<file path="config.mk">
export PLATFORM = sky130hd
export DESIGN_NAME = spi_irq_ctrl
export DESIGN_NICKNAME = d
export VERILOG_FILES = /design/src/rtl/spi_irq_pkg.sv /design/src/rtl/spi_irq_sticky.sv /design/src/rtl/spi_irq_level.sv /design/src/rtl/spi_irq_regbank.sv /design/src/rtl/spi_irq_drive.sv /design/src/rtl/spi_irq_ctrl.sv
export SDC_FILE = /design/constraint.sdc
export NUM_CORES = 1
export LEC_CHECK = 0
export ABC_AREA = 1
export CELL_PAD_IN_SITES_DETAIL_PLACEMENT = 0
export CELL_PAD_IN_SITES_GLOBAL_PLACEMENT = 2
export CORE_MARGIN = 5
export CORE_UTILIZATION = 21
export CTS_CLUSTER_DIAMETER = 50
export DETAILED_ROUTE_END_ITERATION = 10
export GPL_TIMING_DRIVEN = 0
export PLACE_DENSITY_LB_ADDON = 0.1
export RECOVER_POWER = 100
export SLEW_MARGIN = 30
export SYNTH_ARGS = -nofsm -noshare
export SYNTH_HDL_FRONTEND = slang
export SYNTH_HIERARCHICAL = 1
export SYNTH_SLANG_ARGS = --single-unit
</file>
<file path="constraint.sdc">
create_clock -name clk -period 1.46 [get_ports clk]
set_clock_uncertainty 0.2 [all_clocks]
set_input_delay 0.438 -clock clk [delete_from_list [all_inputs] [get_ports clk]]
set_output_delay 0.438 -clock clk [all_outputs]
set_load 0.1 [all_outputs]
</file>
<file path="src/rtl/spi_irq_pkg.sv">
package spi_irq_pkg;

   localparam int IRQ_BITS = 7;

   // word addresses
   localparam int REG_STATUS = 0;
   localparam int REG_SETEN  = 1;
   localparam int REG_CLREN  = 2;
   localparam int REG_MASK   = 3;
   localparam int REG_TXTHR  = 4;
   localparam int REG_RXTHR  = 5;

   // status bit positions
   localparam int BIT_RXOVF  = 0;
   localparam int BIT_MODEF  = 1;
   localparam int BIT_TXLOW  = 2;
   localparam int BIT_TXFULL = 3;
   localparam int BIT_RXLVL  = 4;
   localparam int BIT_RXFULL = 5;
   localparam int BIT_TXUNF  = 6;

   localparam int STICKY_N = 3;

   typedef struct packed {
      logic txunf;
      logic rxfull;
      logic rxlvl;
      logic txfull;
      logic txlow;
      logic modef;
      logic rxovf;
   } irq_vec_t;

endpackage

</file>
<file path="src/rtl/spi_irq_sticky.sv">
module spi_irq_sticky #(
   parameter int N = 3
) (
   input  logic         clk,
   input  logic         rst_n,
   input  logic [N-1:0] set_i,
   input  logic [N-1:0] clr_i,
   output logic [N-1:0] q_o
);
   for (genvar i = 0; i < N; i++) begin : g_bit
      logic q;
      always_ff @(posedge clk or negedge rst_n) begin
         if (!rst_n)
            q <= 1'b0;
         else if (set_i[i])
            q <= 1'b1;          // the event has priority over the clear
         else if (clr_i[i])
            q <= 1'b0;
      end
      assign q_o[i] = q;
   end
endmodule

</file>
<file path="src/rtl/spi_irq_level.sv">
module spi_irq_level #(
   parameter int DEPTH = 32,
   parameter int CNT_W = 6,
   parameter int THR_W = 6
) (
   input  logic [CNT_W-1:0] tx_cnt_i,
   input  logic [CNT_W-1:0] rx_cnt_i,
   input  logic [THR_W-1:0] tx_thr_i,
   input  logic [THR_W-1:0] rx_thr_i,
   output logic             tx_low_o,
   output logic             tx_full_o,
   output logic             rx_lvl_o,
   output logic             rx_full_o
);
   localparam int CMP_W = ((CNT_W > THR_W) ? CNT_W : THR_W) + 1;
   localparam logic [CMP_W-1:0] FULL_V = CMP_W'(DEPTH);

   logic [CMP_W-1:0] tx_c, rx_c, tx_t, rx_t;

   always_comb begin
      tx_c = CMP_W'(tx_cnt_i);
      rx_c = CMP_W'(rx_cnt_i);
      tx_t = CMP_W'(tx_thr_i);
      rx_t = CMP_W'(rx_thr_i);
      tx_full_o = (tx_c >= FULL_V);
      rx_full_o = (rx_c >= FULL_V);
      tx_low_o  = (tx_c <  tx_t);
      rx_lvl_o  = (rx_c >= rx_t);
   end
endmodule

</file>
<file path="src/rtl/spi_irq_regbank.sv">
module spi_irq_regbank #(
   parameter int ADDR_W = 3,
   parameter int DATA_W = 32,
   parameter int THR_W  = 6,
   parameter int NB     = 7
) (
   input  logic              clk,
   input  logic              rst_n,
   input  logic              wr_i,
   input  logic              rd_i,
   input  logic [ADDR_W-1:0] addr_i,
   input  logic [DATA_W-1:0] wdata_i,
   input  logic [NB-1:0]     status_i,
   output logic [NB-1:0]     mask_o,
   output logic [NB-1:0]     clr_o,
   output logic [THR_W-1:0]  tx_thr_o,
   output logic [THR_W-1:0]  rx_thr_o,
   output logic [DATA_W-1:0] rdata_o
);
   import spi_irq_pkg::*;

   localparam int LOW_W = (NB > THR_W) ? NB : THR_W;
   localparam logic [ADDR_W-1:0] A_STATUS = ADDR_W'(REG_STATUS);
   localparam logic [ADDR_W-1:0] A_SETEN  = ADDR_W'(REG_SETEN);
   localparam logic [ADDR_W-1:0] A_CLREN  = ADDR_W'(REG_CLREN);
   localparam logic [ADDR_W-1:0] A_MASK   = ADDR_W'(REG_MASK);
   localparam logic [ADDR_W-1:0] A_TXTHR  = ADDR_W'(REG_TXTHR);
   localparam logic [ADDR_W-1:0] A_RXTHR  = ADDR_W'(REG_RXTHR);
   localparam logic [THR_W-1:0]  THR_RST  = THR_W'(1);

   logic [NB-1:0]     mask_q;
   logic [THR_W-1:0]  txthr_q, rxthr_q;
   logic [DATA_W-1:0] rd_mux;
   logic [NB-1:0]     wbits;
   logic              unused_wdata_hi;

   assign wbits           = wdata_i[NB-1:0];
   assign unused_wdata_hi = ^wdata_i[DATA_W-1:LOW_W];

   always_ff @(posedge clk or negedge rst_n) begin
      if (!rst_n) begin
         mask_q  <= '0;
         txthr_q <= THR_RST;
         rxthr_q <= THR_RST;
      end else if (wr_i) begin
         case (addr_i)
            A_SETEN: mask_q  <= mask_q | wbits;
            A_CLREN: mask_q  <= mask_q & ~wbits;
            A_TXTHR: txthr_q <= wdata_i[THR_W-1:0];
            A_RXTHR: rxthr_q <= wdata_i[THR_W-1:0];
            default: ;
         endcase
      end
   end

   assign clr_o = (wr_i && addr_i == A_STATUS) ? wbits : '0;

   always_comb begin
      rd_mux = '0;
      case (addr_i)
         A_STATUS: rd_mux = DATA_W'(status_i);
         A_MASK:   rd_mux = DATA_W'(mask_q);
         A_TXTHR:  rd_mux = DATA_W'(txthr_q);
         A_RXTHR:  rd_mux = DATA_W'(rxthr_q);
         default:  rd_mux = '0;
      endcase
   end

   always_ff @(posedge clk or negedge rst_n) begin
      if (!rst_n)
         rdata_o <= '0;
      else
         rdata_o <= rd_i ? rd_mux : '0;
   end

   assign mask_o   = mask_q;
   assign tx_thr_o = txthr_q;
   assign rx_thr_o = rxthr_q;
endmodule

</file>
<file path="src/rtl/spi_irq_drive.sv">
module spi_irq_drive #(
   parameter int NB      = 7,
   parameter bit IRQ_REG = 1'b1
) (
   input  logic          clk,
   input  logic          rst_n,
   input  logic [NB-1:0] status_i,
   input  logic [NB-1:0] mask_i,
   output logic          irq_o
);
   logic any_w;
   assign any_w = |(status_i & mask_i);

   if (IRQ_REG) begin : g_reg
      logic irq_q;
      always_ff @(posedge clk or negedge rst_n) begin
         if (!rst_n) irq_q <= 1'b0;
         else        irq_q <= any_w;
      end
      assign irq_o = irq_q;
   end else begin : g_comb
      logic unused_clk;
      assign unused_clk = clk ^ rst_n;
      assign irq_o = any_w;
   end
endmodule

</file>
<file path="src/rtl/spi_irq_ctrl.sv">
module spi_irq_ctrl #(
   parameter int FIFO_DEPTH = 32,
   parameter int CNT_W      = $clog2(FIFO_DEPTH + 1),
   parameter int THR_W      = 6,
   parameter int ADDR_W     = 3,
   parameter int DATA_W     = 32,
   parameter bit IRQ_REG    = 1'b1
) (
   input  logic              clk,
   input  logic              rst_n,
   input  logic              reg_wr,
   input  logic              reg_rd,
   input  logic [ADDR_W-1:0] reg_addr,
   input  logic [DATA_W-1:0] reg_wdata,
   output logic [DATA_W-1:0] reg_rdata,
   input  logic [CNT_W-1:0]  tx_level,
   input  logic [CNT_W-1:0]  rx_level,
   input  logic              ev_tx_underflow,
   input  logic              ev_rx_overflow,
   input  logic              ev_mode_fault,
   output logic              irq
);
   import spi_irq_pkg::*;

   localparam int NB = IRQ_BITS;

   if (FIFO_DEPTH < 2) begin : g_bad_depth
      $error("FIFO_DEPTH must be at least 2");
   end
   if (CNT_W < $clog2(FIFO_DEPTH + 1)) begin : g_bad_cnt
      $error("CNT_W too narrow for FIFO_DEPTH");
   end
   if (THR_W < CNT_W) begin : g_bad_thr
      $error("THR_W must cover the full count range");
   end
   if (DATA_W <= NB || DATA_W <= THR_W) begin : g_bad_data
      $error("DATA_W too narrow");
   end
   if (ADDR_W < 3) begin : g_bad_addr
      $error("ADDR_W must reach six registers");
   end

   irq_vec_t             status_w;
   logic [NB-1:0]        status_bits;
   logic [NB-1:0]        mask_q;
   logic [NB-1:0]        clr_w;
   logic [THR_W-1:0]     tx_thr, rx_thr;
   logic [STICKY_N-1:0]  st_set, st_clr, st_q;
   logic                 tx_low, tx_full, rx_lvl, rx_full;

   assign st_set = {ev_tx_underflow, ev_mode_fault, ev_rx_overflow};
   assign st_clr = {clr_w[BIT_TXUNF], clr_w[BIT_MODEF], clr_w[BIT_RXOVF]};

   spi_irq_sticky #(.N(STICKY_N)) u_sticky (
      .clk   (clk),
      .rst_n (rst_n),
      .set_i (st_set),
      .clr_i (st_clr),
      .q_o   (st_q)
   );

   spi_irq_level #(.DEPTH(FIFO_DEPTH), .CNT_W(CNT_W), .THR_W(THR_W)) u_level (
      .tx_cnt_i  (tx_level),
      .rx_cnt_i  (rx_level),
      .tx_thr_i  (tx_thr),
      .rx_thr_i  (rx_thr),
      .tx_low_o  (tx_low),
      .tx_full_o (tx_full),
      .rx_lvl_o  (rx_lvl),
      .rx_full_o (rx_full)
   );

   always_comb begin
      status_w.rxovf  = st_q[0];
      status_w.modef  = st_q[1];
      status_w.txunf  = st_q[2];
      status_w.txlow  = tx_low;
      status_w.txfull = tx_full;
      status_w.rxlvl  = rx_lvl;
      status_w.rxfull = rx_full;
   end
   assign status_bits = status_w;

   spi_irq_regbank #(.ADDR_W(ADDR_W), .DATA_W(DATA_W), .THR_W(THR_W), .NB(NB)) u_regs (
      .clk      (clk),
      .rst_n    (rst_n),
      .wr_i     (reg_wr),
      .rd_i     (reg_rd),
      .addr_i   (reg_addr),
      .wdata_i  (reg_wdata),
      .status_i (status_bits),
      .mask_o   (mask_q),
      .clr_o    (clr_w),
      .tx_thr_o (tx_thr),
      .rx_thr_o (rx_thr),
      .rdata_o  (reg_rdata)
   );

   spi_irq_drive #(.NB(NB), .IRQ_REG(IRQ_REG)) u_drive (
      .clk      (clk),
      .rst_n    (rst_n),
      .status_i (status_bits),
      .mask_i   (mask_q),
      .irq_o    (irq)
   );
endmodule

</file>
==> impl_metrics.ini, run 1 <==
[run_status]
status = finished with violations
violations = negative setup slack

[floorplanning]
num_rows = 36
die_width_um = 110
dieHeight_um = 110
dieArea_sq_um = 12000
initial_core_util_pct = 21.4
core_area_sq_um = 9730
boundaryPins = 87

[synthesis]
syn_area_per_cell_sq_um = 7.56
netlist_area_sq_um = 2090
syn_inst = 276
yosysWarnings = 6

[grt]
grt_max_degree = 17
grt_overflow = 0
gr-usage-all-layers_pct = 10.3
grt_pass1_vias = 1820
grt_first_pass_wirelength_mm = 9.25
grt_antenna_before_repair = 0

[cts]
clkLatencyLatePin_ns = 0.28
path_clk_slew_ns = 0.07
cts_root_buffer = clkbuf_8
cts_tree = yes
cts_sinks = 30
cts_buffers = 5
ctsLongestPathBuffers = 2
cts_max_level = 2

[finish]
drive_gt1_share_pct = 32.2
antenna_cells = 0
area_delta_synth_final_pct = 43.6
fin_cells = 484
final_core_util_pct = 30.8
finalNetCount = 415

[worst_setup_path]
reg2reg_from = u_regs/rx_thr_o[0]$_DFFE_PN1P_
cp-end-kind = flop
reg2reg_depth = 9
path_max_fanout = 2
rrSetupSlack_ns = -0.23
crit_path_start_kind = flop
worstPathRequired_ns = 1.44
critPathKind = flop to flop
r2r_end = u_regs/rdata_o[4]$_DFF_PN0_
arrival_ns = 1.66

[placement]
gp_congestion = 0.754
dpl.hpwl_mm = 4.77
placed_cells = 468
numPortBuffers = 34

[worst_hold_path]
hold_start = u_sticky/g_bit[0].q$_DFFE_PN0P_
hold-path-cell-count = 2
hold_end = u_sticky/g_bit[0].q$_DFFE_PN0P_
hp-class = flop to flop

[power]
p_total_w = 0.00299
static-leakage-power_nw = 1.54
power_density_nw_per_um2 = 998
max-vdd-ir-drop_mv = 0.283

[drt]
dr.pass1.iters = 4
remaining_drc_errors = 0
routed_wl_mm = 5.98
postRouteAntennaNets = 0
wire_per_inst_um = 12.3
vias = 1860
via_per_inst = 3.84
drt_iter0_markers = 42

[timing]
setup_tns_ns = -0.947
slew_viol_final = 0
finalCritPeriodShare_pct = 116
rsz0062_at_grt = true
setup_viol = 15
layout_setup_ws_ns = -0.230
hold_violations = 0
max_freq_ghz = 0.592
period_needed_ns = 1.69

[flow_run]
maxCapViolations = 0
critical path, stage by stage, from the launching register on:
cell and delay [ns]:
dfstp_2 0.57, ha_4 0.21, o21ai_2 0.10, nand2_1 0.08, nand2_2 0.06, nand2_2 0.08
nand3_2 0.07, nand2_2 0.06, nor2_4 0.11, nor2_2 0.04
power by group:
part | total, W | leakage [nW] | internal [W] | switching, W
Combinational | 0.00126 | 1.14 | 0.000418 | 0.000846
Sequential | 0.00108 | 0.358 | 0.000968 | 0.000113
Clock | 0.000644 | 0.0395 | 0.000338 | 0.000306
Total | 0.00299 | 1.54 | 0.00172 | 0.00127
metal layers:
layer,track usage (%),up-vias,routed length (um)
met5,0,-,0
met4,2.67,0,58
met3,2.17,4,339
met2,16.0,61,2610
met1,14.4,820,2970
li1,-,975,-
cell usage in the layout (no fill, tap or decap), types with 2 or more instances in the layout:
master / instances
dfrtp_2: 7
buf_4: 38
nand2_4: 2
nand2_2: 7
inv_2: 9
dfrtp_1: 21
ha_1: 5
buf_6: 8
nor2_1: 17
o21ai_2: 7
clkbuf_2: 3
nand2_1: 65
a21oi_1: 2
nand3_1: 26
nor2_2: 3
o21ai_1: 6
buf_8: 4
clkbuf_1: 5
clkdlybuf4s50_1: 12
conb_1: 25
clkbuf_8: 5
buf_2: 2
nor2_4: 2
a21oi_2: 2
dfstp_2: 2
nand4_1: 13
dlygate4sd2_1: 10
ha_4: 6
inv_1: 27
how the worst max path moves through the flow:
stage / from / endpoint / slack [ns]
after floorplan: u_regs/rx_thr_o[0]$_DFFE_PN1P_ / u_regs/rdata_o[4]$_DFF_PN0_ / -0.08
after global placement: rst_n / u_regs/rdata_o[6]$_DFF_PN0_ / -1.09
after detailed placement: rx_level[5] / u_regs/rdata_o[4]$_DFF_PN0_ / -0.74
after CTS: u_regs/rx_thr_o[0]$_DFFE_PN1P_ / u_drive/irq_o$_DFF_PN0_ / -0.28
after global routing: u_regs/rx_thr_o[0]$_DFFE_PN1P_ / u_regs/rdata_o[4]$_DFF_PN0_ / -0.33
final: u_regs/rx_thr_o[0]$_DFFE_PN1P_ / u_regs/rdata_o[4]$_DFF_PN0_ / -0.23
metrics by stage:
step / cell area (sq um) / worst slack, ns / hold slack, ns
6_report: 2990 / -0.230 / 0.275
5_1_grt: 2990 / -0.329 / 0.311
3_3_place_gp: 2730 / -1.09 / 0.264
4_1_cts: 2920 / -0.284 / 0.282
2_1_floorplan: 2220 / -0.0781 / -0.0576
3_5_place_dp: 2750 / -0.738 / 0.204
area by class of cell:
class,count,area [sq um]
Buffer,39,289
Fill cell,1093,6740
Tap cell,133,166
Clock buffer,8,80.1
Sequential cell,30,762
Multi-Input combinational cell,194,1140
Timing Repair Buffer,43,419
Inverter,37,141
timing repair:
action,in CTS,in global routing
hold buffers,1,0
buffers inserted,5,2
pin swaps,27,20
endpoints found under the hold margin,14,0
setup endpoints to repair,38,32
resized for setup,83,24
(Power assumes the default switching activity.)
==> run 2: changes to the inputs <==
ABC_CLOCK_PERIOD_IN_PS = 1460   (was not set)
TNS_END_PERCENT = 30   (was not set)
==> run 2 against run 1 <==
- the run still ends with negative setup slack left
- critical endpoint unchanged
- combinational power grew 4%
- die area stayed put
- design area up 1.0%
- register-to-register slack got worse by 0.02 ns
- highest routed layer unchanged
- flip-flop and latch count stayed put
- power rose by 3.7%
- clock power grew 10%
- largest cell class unchanged
- global-route usage up 0.53 points
- worst hold slack gained 0.0074 ns
==> impl_metrics.ini, run 2 (same netlist as run 1, synthesis figures left out) <==
[grt]
grt_first_pass_wirelength_mm = 9.76
grt_pass1_vias = 1852
grt_max_degree = 18
grt_overflow = 0
gr-usage-all-layers_pct = 10.8
grt_antenna_before_repair = 0

[worst_setup_path]
path_max_fanout = 2
cp-end-kind = flop
arrival_ns = 1.68
crit_path_start_kind = flop
worstPathRequired_ns = 1.42
critPathKind = flop to flop

[timing]
layout_setup_ws_ns = -0.251
period_needed_ns = 1.71
finalCritPeriodShare_pct = 117
holdWs_ns = 0.282
max_freq_ghz = 0.585
slew_viol_final = 0
setup_tns_ns = -0.712
rsz0062_at_grt = true
hold_violations = 0
setup_viol = 11

[finish]
finalNetCount = 416
final_common_cell = nand2_1
seqCellArea_sq_um = 753
final_cell_mix = 65 x nand2_1, 37 x buf_4, 28 x inv_1, 28 x dfrtp_1, 26 x nand3_1
final_core_util_pct = 31.1
fin_cells = 485
drive_gt1_share_pct = 31.0
fill_cells = 1111
multi_input_area_sq_um = 1120
area_delta_synth_final_pct = 45.1
antenna_cells = 0

[drt]
routed_wl_mm = 6.07
vias = 1855
postRouteAntennaNets = 0
drt_iter0_markers = 72
remaining_drc_errors = 0
wire_per_inst_um = 12.5
dr.pass1.iters = 5
via_per_inst = 3.82

[floorplanning]
core_area_sq_um = 9730
dieHeight_um = 110
initial_core_util_pct = 21.4
die_width_um = 110
boundaryPins = 87
num_rows = 36
dieArea_sq_um = 12000

[worst_hold_path]
hp-class = flop to flop

[power]
max-vdd-ir-drop_mv = 0.295
static-leakage-power_nw = 1.58
power_density_nw_per_um2 = 1020

[cts]
cts_sinks = 30
cts_root_buffer = clkbuf_8
cts_tree = yes
ctsLongestPathBuffers = 2
clkLatencyLatePin_ns = 0.29
cts_buffers = 5
cts_max_level = 2
path_clk_slew_ns = 0.07

[placement]
numPortBuffers = 34
placed_cells = 468
gp_congestion = 0.740
dpl.hpwl_mm = 4.78

[flow_run]
maxCapViolations = 0

[run_status]
violations = negative setup slack
status = finished with violations
==> run 2: per-layer routing <==
metal | GRT usage [%] | wire [um]
met5 | 0 | 0
met4 | 3.21 | 44
met3 | 2.29 | 351
met2 | 15.8 | 2660
met1 | 15.9 | 3010
==> run 2: per-stage QoR <==
stage	setup slack, ns	area (sq um)	power (W)
after floorplan	-0.0781	2210	0.00194
after global routing	-0.355	3030	0.00331
after CTS	-0.307	2920	0.00304
final	-0.251	3030	0.00310
after detailed placement	-0.762	2740	0.00225
after global placement	-0.945	2720	0.00223
==> run 2: repair_timing <==
item	4_1_cts	5_1_grt
setup endpoints to repair	38	33
resized for setup	83	29
pin swaps	27	18
hold endpoints to repair	12	0
hold buffers	1	0
buffers inserted	4	4
==> run 2: final timing paths <==
path                                              endpoint                       startpoint  slack [ns]  cells past startpoint
setup / recovery               u_regs/rdata_o[4]$_DFF_PN0_   u_regs/rx_thr_o[0]$_DFFE_PN1P_       -0.25                      9
setup reg to reg               u_regs/rdata_o[4]$_DFF_PN0_   u_regs/rx_thr_o[0]$_DFFE_PN1P_       -0.25                      9
max in group asynchronous   u_regs/rx_thr_o[0]$_DFFE_PN1P_                            rst_n        0.11                      3
hold reg to reg            u_sticky/g_bit[1].q$_DFFE_PN0P_  u_sticky/g_bit[1].q$_DFFE_PN0P_        0.28                      2
hold / removal             u_sticky/g_bit[1].q$_DFFE_PN0P_  u_sticky/g_bit[1].q$_DFFE_PN0P_        0.28                      2
min in group asynchronous      u_regs/rdata_o[6]$_DFF_PN0_                            rst_n        0.44                      2
==> run 2: cell type report <==
cell class	count	area share, %
repair buffers	44	15.2
flip-flops and latches	30	24.9
clock buffers	7	2.85
well taps	133	5.50
plain buffers	39	9.59
inverters	37	4.67
multi-input cells	194	37.1
clock inverters	1	0.165
==> run 2: critical path: stages, from the launching register on <==
cell and delay [ns]:
dfstp_2 0.57, ha_4 0.20, o21ai_2 0.10, nand2_1 0.09, nand2_1 0.08, nand2_2 0.07, nand3_2 0.07, nand2_2 0.06
nor2_4 0.12, nor2_2 0.05
==> run 2: where the power goes <==
part | internal, W | switching (W)
Clock | 0.000380 | 0.000329
Combinational | 0.000454 | 0.000859
Sequential | 0.000964 | 0.000112
==> run 3: changes to the inputs <==
CTS_CLUSTER_SIZE = 16   (was not set)
TNS_END_PERCENT = not set   (was 30)
==> results of run 3 <==
The final DEF is identical to that of run 1; final timing and power are the same.
